`config.mk`:
```
export PLATFORM = sky130hd
export DESIGN_NAME = ifx_xlate
export DESIGN_NICKNAME = d
export VERILOG_FILES = /design/src/rtl/ifx_pkg.sv /design/src/rtl/ifx_path.sv /design/src/rtl/ifx_counters.sv /design/src/rtl/ifx_xlate.sv
export SDC_FILE = /design/constraint.sdc
export NUM_CORES = 1
export LEC_CHECK = 0
export ABC_CLOCK_PERIOD_IN_PS = 2600
export BUFFER_PORTS_ARGS = -buffer_cell sky130_fd_sc_hd__buf_2
export CAP_MARGIN = 25
export CORE_MARGIN = 1
export CORE_UTILIZATION = 40
export CTS_CLUSTER_SIZE = 30
export DETAILED_ROUTE_END_ITERATION = 8
export GPL_ROUTABILITY_DRIVEN = 0
export PLACE_DENSITY = 0.76
export SLEW_MARGIN = 20
export SYNTH_ARGS = -nofsm -noshare
export SYNTH_HDL_FRONTEND = slang
export SYNTH_SLANG_ARGS = --single-unit
```
`constraint.sdc`:
```
create_clock -name clk -period 2.6 [get_ports clk]
set_clock_uncertainty 0.2 [all_clocks]
set_input_delay 0.13 -clock clk [delete_from_list [all_inputs] [get_ports clk]]
set_output_delay 0.13 -clock clk [all_outputs]
set_load 0.02 [all_outputs]
```
`src/rtl/ifx_pkg.sv`:
```
`timescale 1ns/1ps
package ifx_pkg;
  typedef enum logic [2:0] {
    FLT_NONE  = 3'd0,
    FLT_ACV   = 3'd1,
    FLT_MISS  = 3'd2,
    FLT_MCHK  = 3'd3,
    FLT_UNIMP = 3'd4
  } ifx_fault_e;

  localparam int EV_HIT  = 0;
  localparam int EV_MISS = 1;
  localparam int EV_ACV  = 2;
  localparam int EV_N    = 3;
endpackage

```
`src/rtl/ifx_path.sv`:
```
`timescale 1ns/1ps
module ifx_path import ifx_pkg::*; #(
  parameter int VA_W    = 48,
  parameter int PA_W    = 44,
  parameter int PG_SH   = 13,
  parameter int SP_LO   = 41,
  parameter logic [6:0] SP_TAG = 7'h7E,
  parameter int SX_BIT  = 40,
  parameter int UC_LO   = 35,
  parameter int IPR_LO  = 32
) (
  input  logic [63:0]           vaddr,
  input  logic                  phys,
  input  logic [1:0]            mode,
  input  logic                  tlb_hit,
  input  logic [PA_W-PG_SH-1:0] tlb_ppn,
  input  logic [3:0]            tlb_xperm,
  output logic [63:0]           paddr,
  output logic                  uncached,
  output ifx_fault_e            fault,
  output logic [EV_N-1:0]       ev
);
  localparam logic [63:0] IMPL_M = (64'd1 << PA_W) - 64'd1;
  localparam logic [63:0] LOW_M  = (64'd1 << SX_BIT) - 64'd1;
  localparam logic [63:0] SX_OR  = IMPL_M & ~LOW_M;

  logic [63:0] pa;
  logic        canon, post;
  ifx_fault_e  f;

  assign canon = (&vaddr[63:VA_W-1]) | ~(|vaddr[63:VA_W-1]);

  always_comb begin
    pa       = '0;
    f        = FLT_NONE;
    ev       = '0;
    uncached = 1'b0;
    post     = 1'b1;
    if (vaddr[0]) begin
      pa = {vaddr[63:2], 2'b00} & IMPL_M;
      ev[EV_HIT] = 1'b1;
      post = 1'b0;
    end else if (phys) begin
      pa = vaddr;
    end else if (!canon) begin
      f = FLT_ACV;
      ev[EV_ACV] = 1'b1;
      post = 1'b0;
    end else if (vaddr[VA_W-1:SP_LO] == SP_TAG) begin
      if (mode != 2'd0) begin
        f = FLT_ACV;
        ev[EV_ACV] = 1'b1;
        post = 1'b0;
      end else begin
        pa = vaddr & IMPL_M;
        if (pa[SX_BIT]) pa = pa | SX_OR;
        else            pa = pa & LOW_M;
      end
    end else if (!tlb_hit) begin
      f = FLT_MISS;
      ev[EV_MISS] = 1'b1;
      post = 1'b0;
    end else begin
      pa = (64'(tlb_ppn) << PG_SH) + (64'(vaddr[PG_SH-1:0]) & ~64'd3);
      if (!tlb_xperm[mode]) begin
        f = FLT_ACV;
        ev[EV_ACV] = 1'b1;
        post = 1'b0;
      end else begin
        ev[EV_HIT] = 1'b1;
      end
    end
    if (post) begin
      if (|(pa & ~IMPL_M)) begin
        f = FLT_MCHK;
      end else if (pa[PA_W-1]) begin
        if (&pa[PA_W-2:IPR_LO]) begin
          f = FLT_UNIMP;
        end else begin
          uncached = 1'b1;
          pa[PA_W-2:UC_LO] = '0;
        end
      end
    end
    fault = f;
    paddr = (f == FLT_NONE) ? pa : 64'd0;
    if (f != FLT_NONE) uncached = 1'b0;
  end
endmodule

```
`src/rtl/ifx_counters.sv`:
```
`timescale 1ns/1ps
module ifx_counters #(
  parameter int N     = 3,
  parameter int CNT_W = 16
) (
  input  logic               clk,
  input  logic               rst,
  input  logic [N-1:0]       inc,
  output logic [N*CNT_W-1:0] cnt
);
  for (genvar i = 0; i < N; i++) begin : g_cnt
    logic [CNT_W-1:0] c;
    always_ff @(posedge clk) begin
      if (rst)         c <= '0;
      else if (inc[i]) c <= c + 1'b1;
    end
    assign cnt[i*CNT_W +: CNT_W] = c;
  end
endmodule

```
`src/rtl/ifx_xlate.sv`:
```
`timescale 1ns/1ps
module ifx_xlate import ifx_pkg::*; #(
  parameter int VA_W  = 48,
  parameter int PA_W  = 44,
  parameter int PG_SH = 13,
  parameter int ASN_W = 8,
  parameter int CNT_W = 16
) (
  input  logic                  clk,
  input  logic                  rst,
  input  logic                  req_valid,
  input  logic [63:0]           req_vaddr,
  input  logic                  req_phys,
  input  logic [1:0]            req_mode,
  input  logic [ASN_W-1:0]      req_asn,
  output logic [VA_W-PG_SH-1:0] tlb_vpn,
  output logic [ASN_W-1:0]      tlb_asn,
  input  logic                  tlb_hit,
  input  logic [PA_W-PG_SH-1:0] tlb_ppn,
  input  logic [3:0]            tlb_xperm,
  output logic                  rsp_valid,
  output logic [63:0]           rsp_paddr,
  output logic                  rsp_uncached,
  output logic [2:0]            rsp_fault,
  output logic [CNT_W-1:0]      cnt_hit,
  output logic [CNT_W-1:0]      cnt_miss,
  output logic [CNT_W-1:0]      cnt_acv
);
  logic [63:0]         c_pa;
  logic                c_unc;
  ifx_fault_e          c_fault;
  logic [EV_N-1:0]     c_ev;
  logic [EV_N*CNT_W-1:0] cnt_flat;

  assign tlb_vpn = req_vaddr[VA_W-1:PG_SH];
  assign tlb_asn = req_asn;

  ifx_path #(.VA_W(VA_W), .PA_W(PA_W), .PG_SH(PG_SH)) u_path (
    .vaddr(req_vaddr), .phys(req_phys), .mode(req_mode),
    .tlb_hit(tlb_hit), .tlb_ppn(tlb_ppn), .tlb_xperm(tlb_xperm),
    .paddr(c_pa), .uncached(c_unc), .fault(c_fault), .ev(c_ev)
  );

  ifx_counters #(.N(EV_N), .CNT_W(CNT_W)) u_cnt (
    .clk(clk), .rst(rst), .inc(c_ev & {EV_N{req_valid}}), .cnt(cnt_flat)
  );

  assign cnt_hit  = cnt_flat[EV_HIT*CNT_W  +: CNT_W];
  assign cnt_miss = cnt_flat[EV_MISS*CNT_W +: CNT_W];
  assign cnt_acv  = cnt_flat[EV_ACV*CNT_W  +: CNT_W];

  always_ff @(posedge clk) begin
    if (rst) begin
      rsp_valid    <= 1'b0;
      rsp_paddr    <= '0;
      rsp_uncached <= 1'b0;
      rsp_fault    <= FLT_NONE;
    end else begin
      rsp_valid    <= req_valid;
      rsp_paddr    <= c_pa;
      rsp_uncached <= c_unc;
      rsp_fault    <= c_fault;
    end
  end

  assert_valid_delay_R12: assert property (@(posedge clk) disable iff (rst)
    rsp_valid == $past(req_valid));
  assert_bypass_hit_R2: assert property (@(posedge clk) disable iff (rst)
    req_valid && req_vaddr[0] |=> rsp_fault == FLT_NONE && !rsp_uncached &&
      cnt_hit == $past(cnt_hit) + 1'b1);
  assert_pa_width_R10: assert property (@(posedge clk) disable iff (rst)
    rsp_valid && rsp_fault == FLT_NONE |-> rsp_paddr[63:PA_W] == '0);
  assert_uc_cleared_R11: assert property (@(posedge clk) disable iff (rst)
    rsp_valid && rsp_uncached |-> rsp_paddr[PA_W-2:35] == '0 && rsp_paddr[PA_W-1]);
  assert_miss_step_R7: assert property (@(posedge clk) disable iff (rst)
    cnt_miss == $past(cnt_miss) || cnt_miss == $past(cnt_miss) + 1'b1);
  assert_acv_step_R4: assert property (@(posedge clk) disable iff (rst)
    cnt_acv == $past(cnt_acv) || cnt_acv == $past(cnt_acv) + 1'b1);
  assert_idle_hold_R12: assert property (@(posedge clk) disable iff (rst)
    !req_valid |=> $stable(cnt_hit) && $stable(cnt_miss) && $stable(cnt_acv));
endmodule

```
# Word-level counts from Yosys, hierarchy flattened
# Cells that the tools add are included.
dict set report classes {
  add_sub_neg 4
  mul 0
  n_div 0
  n_lt_le_gt_ge 1
  eq_ne 1
  shifts 0
  mux 43
  bitwise 7
  reduce_logical 11
}
# cell count
set op_table {}
lappend op_table {{two-way mux 64 bit} 6}
lappend op_table {{adder 16 x 1 -> 16 bit, second input constant} 3}
lappend op_table {{adder 44 x 13 -> 45 bit} 1}
lappend op_table {{two-way mux 44 bit} 1}
lappend op_table {{two-way mux 8 bit} 4}
lappend op_table {{two-way mux 3 bit} 9}
lappend op_table {{OR reduction 24 bit} 1}
lappend op_table {{OR reduction 20 bit} 1}
lappend op_table {{two-way mux 1 bit} 18}
lappend op_table {{AND reduction 17 bit} 1}
lappend op_table {{OR reduction 17 bit} 1}
lappend op_table {{AND reduction 11 bit} 1}
lappend op_table {{two-way mux 2 bit} 4}
lappend op_table {{== test 7 bit, second input constant} 1}
lappend op_table {{inverter 1 bit} 5}
lappend op_table {{OR reduction 5 bit} 1}
lappend op_table {{bitwise AND 3 bit} 1}
lappend op_table {{zero test 3 bit} 1}
lappend op_table {{less-than comparator 2 x 3 -> 1 bit, second input constant} 1}
lappend op_table {{nonzero test 3 bit} 1}
lappend op_table {{OR reduction 3 bit} 1}
lappend op_table {{binary-select mux 1 bit (select 2 bit)} 1}
lappend op_table {{nonzero test 2 bit} 1}
lappend op_table {{OR reduction 2 bit} 1}
lappend op_table {{bitwise OR 1 bit} 1}
dict set report word_totals {
  register_bits 117
  latchBits 0
  mem_bits_rw 0
  mem_bits_ro 0
  inputBits 114
  out_inout_bits 160
  wordCells 76
  memories 0
}

# Depth between registers and ports, before layout
dict set report depth {
  word_depth 15
  ltp_mapped 10
  mapped_depth_nobuf 8
}

# By module
# Synthesis repeated with hierarchy kept, for this count alone.
dict set report hier_totals {
  cells_unflattened 658
  hier_area_um2 5713.0
}
# module instances cells_each area_per_inst_um2 seq_area_each_um2
set by_module_without_submodules {}
lappend by_module_without_submodules {ifx_xlate 1 191 2198.4 1381.3}
lappend by_module_without_submodules {ifx_counters 1 238 2113.3 960.9}
lappend by_module_without_submodules {ifx_path 1 229 1401.3 0.0}

# Worst setup path before layout
# Ideal clock, no wire load.
dict set report synth_timing {
  path_kind {input -> register}
  start {input req_vaddr[53]}
  end {register rsp_paddr[26]}
  setup_time_ps 117
  arrival_ps 2530
  required_ps 2283
  path_slack_ps -247
  cell_stages 9
  path_buffers 2
  cell_sequence {nor4_1 > nand4_1 > or4_1 > buf_6 > o41a_1 > or3_4 > o41ai_4 > buf_6 > nor2_2}
}
dict set report synth_via {
  elab_chain_cells 14
  word_cells_on_any_way 22
  classes_between {13 x mux; 3 x bitwise; 6 x reduce/logical}
}
# item line
set synth_lines {}
lappend synth_lines {{from (decl)} ifx_xlate.sv:12} ;# input logic [63:0] req_vaddr,
lappend synth_lines {{OR reduction 17 bit} ifx_path.sv:31} ;# assign canon = (&vaddr[63:VA_W-1]) | ~(|vaddr[63:VA_W-1]);
lappend synth_lines {{inverter 1 bit} ifx_path.sv:31}
lappend synth_lines {{bitwise OR 1 bit} ifx_path.sv:31}
lappend synth_lines {{two-way mux 64 bit} ifx_path.sv:45} ;# end else if (!canon) begin
lappend synth_lines {{two-way mux 64 bit} ifx_path.sv:43} ;# end else if (phys) begin
lappend synth_lines {{two-way mux 64 bit} ifx_path.sv:39} ;# if (vaddr[0]) begin
lappend synth_lines {{AND reduction 11 bit} ifx_path.sv:77} ;# if (&pa[PA_W-2:IPR_LO]) begin
lappend synth_lines {{two-way mux 3 bit} ifx_path.sv:77}
lappend synth_lines {{two-way mux 3 bit} ifx_path.sv:76} ;# end else if (pa[PA_W-1]) begin
lappend synth_lines {{two-way mux 3 bit} ifx_path.sv:74} ;# if (|(pa & ~IMPL_M)) begin
lappend synth_lines {{two-way mux 3 bit} ifx_path.sv:73} ;# if (post) begin
lappend synth_lines {{zero test 3 bit} ifx_path.sv:86} ;# paddr = (f == FLT_NONE) ? pa : 64'd0;
lappend synth_lines {{inverter 1 bit (no source line)} --}
lappend synth_lines {{OR reduction 2 bit (no source line)} --}
lappend synth_lines {{to (signal assigned)} ifx_xlate.sv:60} ;# rsp_paddr <= c_pa;
lappend synth_lines {{to (decl)} ifx_xlate.sv:22} ;# output logic [63:0] rsp_paddr,
# Several ways; a longest one is shown, not always the timed one.
# A chain may end at the register's enable or synchronous reset.

# Worst setup path in the final report
dict set report layout_timing {
  start {input req_vaddr[57]}
  end {register rsp_paddr[30]}
}
# Same word-level chain as after synthesis.

==> results.ini <==
[layout]
fin_nets = 1018
antenna_cells = 0
final_cells = 1082
area_delta_synth_final_pct = 59.21
finalInstanceArea_um2 = 7886
drive_above_1_share = 0.4212

[grt]
grt_pass1_wl_mm = 24.60
first_global_vias = 5109
grt_overflow = 0
grt_antenna_before_repair = 1
grt_max_degree = 50
groute.usage.overall = 0.2474

[power]
switching_power_mw = 1.191
intPower_mw = 3.582
p_leak_nw = 3.625
pwr-share-clk = 0.483
ir_drop_v = 0.0003711
power.share.sequential = 0.387
cellPowerDensity_nw_per_um2 = 605.2
power_frac_comb = 0.130
switching_share = 0.2496

[routing]
antenna_left = 0
wl_per_cell_um = 15.02
via_per_inst = 4.912
dr.pass1.iters = 5
drc = 0
dr.first_iter.drc_count = 374
vias = 5315
wl_mm = 16.25

[sta]
finalHoldViolations = 0
max-slew-margin-rel = 0.6559
min_period_over_period = 0.9903
hold_slack_ns = 0.02649
fmax_mhz = 388.4
rsz0062_at_grt = yes
setup_ws_ns = 0.02529
slew_viol_final = 0
tns_ns = 0
period_minus_slack_ns = 2.575
setup_viol = 0
worstMarginPinSlew_ns = 0.5161

[worst_hold_path]
hold_end = rsp_paddr[1]
holdPathStages = 4
min_from = req_phys
hold_path.class = in -> reg

[logic_synthesis]
synth_ff_type = dfxtp_1
synth_top_area_frac = 0.4688
avgSynthCellArea_um2 = 9.089
synthCells = 545
synthArstFlopShare = 0
ys_ff_latch = 116
yosysWarnings = 0
ys_top_cells_by_count = 116 x dfxtp_1, 64 x nor2_1, 44 x buf_4
synthAdderAreaFrac = 0.007578
synth_simple_gate_area_share = 0.2339
yosys.area.top_type = dfxtp_1
synth_most_common_cell = dfxtp_1
synthXorXnorAreaFrac = 0.05304
synth_mux_area_frac = 0.01061
synth_top_family_by_area = simple AND/OR/NAND/NOR gates
seq_area_frac_synth = 0.4688
synth_compound_area_frac = 0.1311
synth_area_um2 = 4954
ys_types = 56
synth_edf_count = 0
synth_area_leaders = dfxtp_1 47%, buf_4 6.7%, nor2_1 4.8%

[placed_design]
dp_slack_ns = -0.4232
dp_cells = 981
place_area_um2 = 6566
dp.final_hpwl_mm = 10.78
io_buffer_count = 256

[setup_path]
end_kind = flop
r2r_cells = 8
r2r-end = u_cnt.g_cnt[0].c[15]
arrival_ns = 2.68
crit_fanout = 11
path_common_cell = buf_4
timing.rr.start = u_cnt.g_cnt[0].c[3]
slowest_stage = or4_4
regToRegSetupSlack_ns = 0.47
cpPeakStageDelay_ns = 0.49
start_kind = input pin
critPathRequiredTime_ns = 2.71
crit_chain = buf_4, nor4_4, nand4_1, or4_4, o41a_1, or3_4, o41ai_4, buf_4, clkbuf_16, nor2_2
crit_type = in -> reg

[cts]
cts.sinks = 116
cts_buffers = 17
cts_tree = yes
insertion_delay_ns = 0.41
cts_buffer_depth = 2
ctsHtreeMaxLevel = 4
cts_root_buf = clkbuf_16
clk_pin_slew_ns = 0.06

[die]
die_width_um = 113.3
start_util = 0.4107
die_y_um = 113.3
io_pins = 274
num_rows = 40
core-area_um2 = 12060
die_area_um2 = 12830

[flow_run]
maxCapViolCount = 0

[outcome]
status = finished, final reports clean

## how the worst max path moves through the flow
stage / depth (start not counted) / startpoint / to / slack, ns
after global routing: 10 / req_vaddr[57] / rsp_paddr[1] / -0.04
after floorplan: 10 / req_vaddr[53] / rsp_paddr[26] / -0.22
after detailed placement: 10 / req_vaddr[57] / rsp_paddr[13] / -0.42
final: 10 / req_vaddr[57] / rsp_paddr[30] / 0.03
after CTS: 10 / req_vaddr[57] / rsp_paddr[14] / 0.02
after global placement: 10 / req_vaddr[57] / rsp_paddr[15] / -0.40
## flip-flops by register name, indices dropped and copies added, names as in the netlist
register and flops:
rsp_paddr 63, u_cnt.g_cnt.c 48, rsp_fault 3, rsp_uncached 1, rsp_valid 1
## cell type report
class                      count  area, µm²
timing repair buffer         381       2425
tap                          168      210.2
fill                         973       4175
inverter                       7      26.28
clock inverter                11      125.1
multi-input combinational    378       2317
sequential                   116       2322
clock buffer                  21      460.4
## cell families after synthesis
family	Yosys count
buffers and inverters	71
AND/OR/NAND/NOR	228
multiplexers	4
adder cells (fa/ha/maj)	3
flip-flops	116
AO/OA/AOI/OAI	92
other	1
XOR/XNOR	30
## per-layer routing
metal,vias to the layer above,track usage,routed length [µm]
li1,2556,-,-
met1,2452,0.2518,6098
met2,255,0.4274,8295
met3,50,0.1012,1277
met4,2,0.1447,562
met5,-,0,13
## placed cells by master (no fill, tap or decap), types with 20 or more instances in the layout
cell type      count
buf_2            255
dfxtp_1          116
dlygate4sd3_1     64
nor2_1            63
buf_4             59
nand3_1           34
nand2_1           30
a22oi_1           28
a21oi_1           23
nor2_2            21
conb_1            21
o21ai_0           20
## power groups by stage
stage               clock, mW  sequential (mW)  combinational, mW
floorplan                   0             1.95              0.244
global placement            0             1.88              0.508
detailed placement          0             1.89              0.511
CTS                      2.34             1.85              0.594
global route             2.43             1.85              0.661
finish                   2.30             1.85              0.621
## critical path, delay by kind of cell
| family | cells | cell delay, ns |
|---|---|---|
| AOI/OAI and AO/OA | 2 | 0.72 |
| buffers and inverters | 3 | 0.49 |
| and+or+nand+nor | 5 | 1.34 |
## through the flow
stage | total power, mW | util
after floorplan | 2.198 | -
after global placement | 2.391 | 0.5444
after detailed placement | 2.396 | 0.5444
after CTS | 4.782 | 0.6464
after global routing | 4.941 | 0.6538
final | 4.773 | 0.6538
## what timing repair did
action | CTS | global route
hold endpoints to repair | 41 | 0
hold buffers | 64 | 0
setup endpoints to repair | 20 | 34
pin swaps | 1 | 4
cloned | 0 | 1
resized for setup | 1 | 6
setup buffers | 0 | 4
No activity file was read; power rests on OpenSTA's default activity.
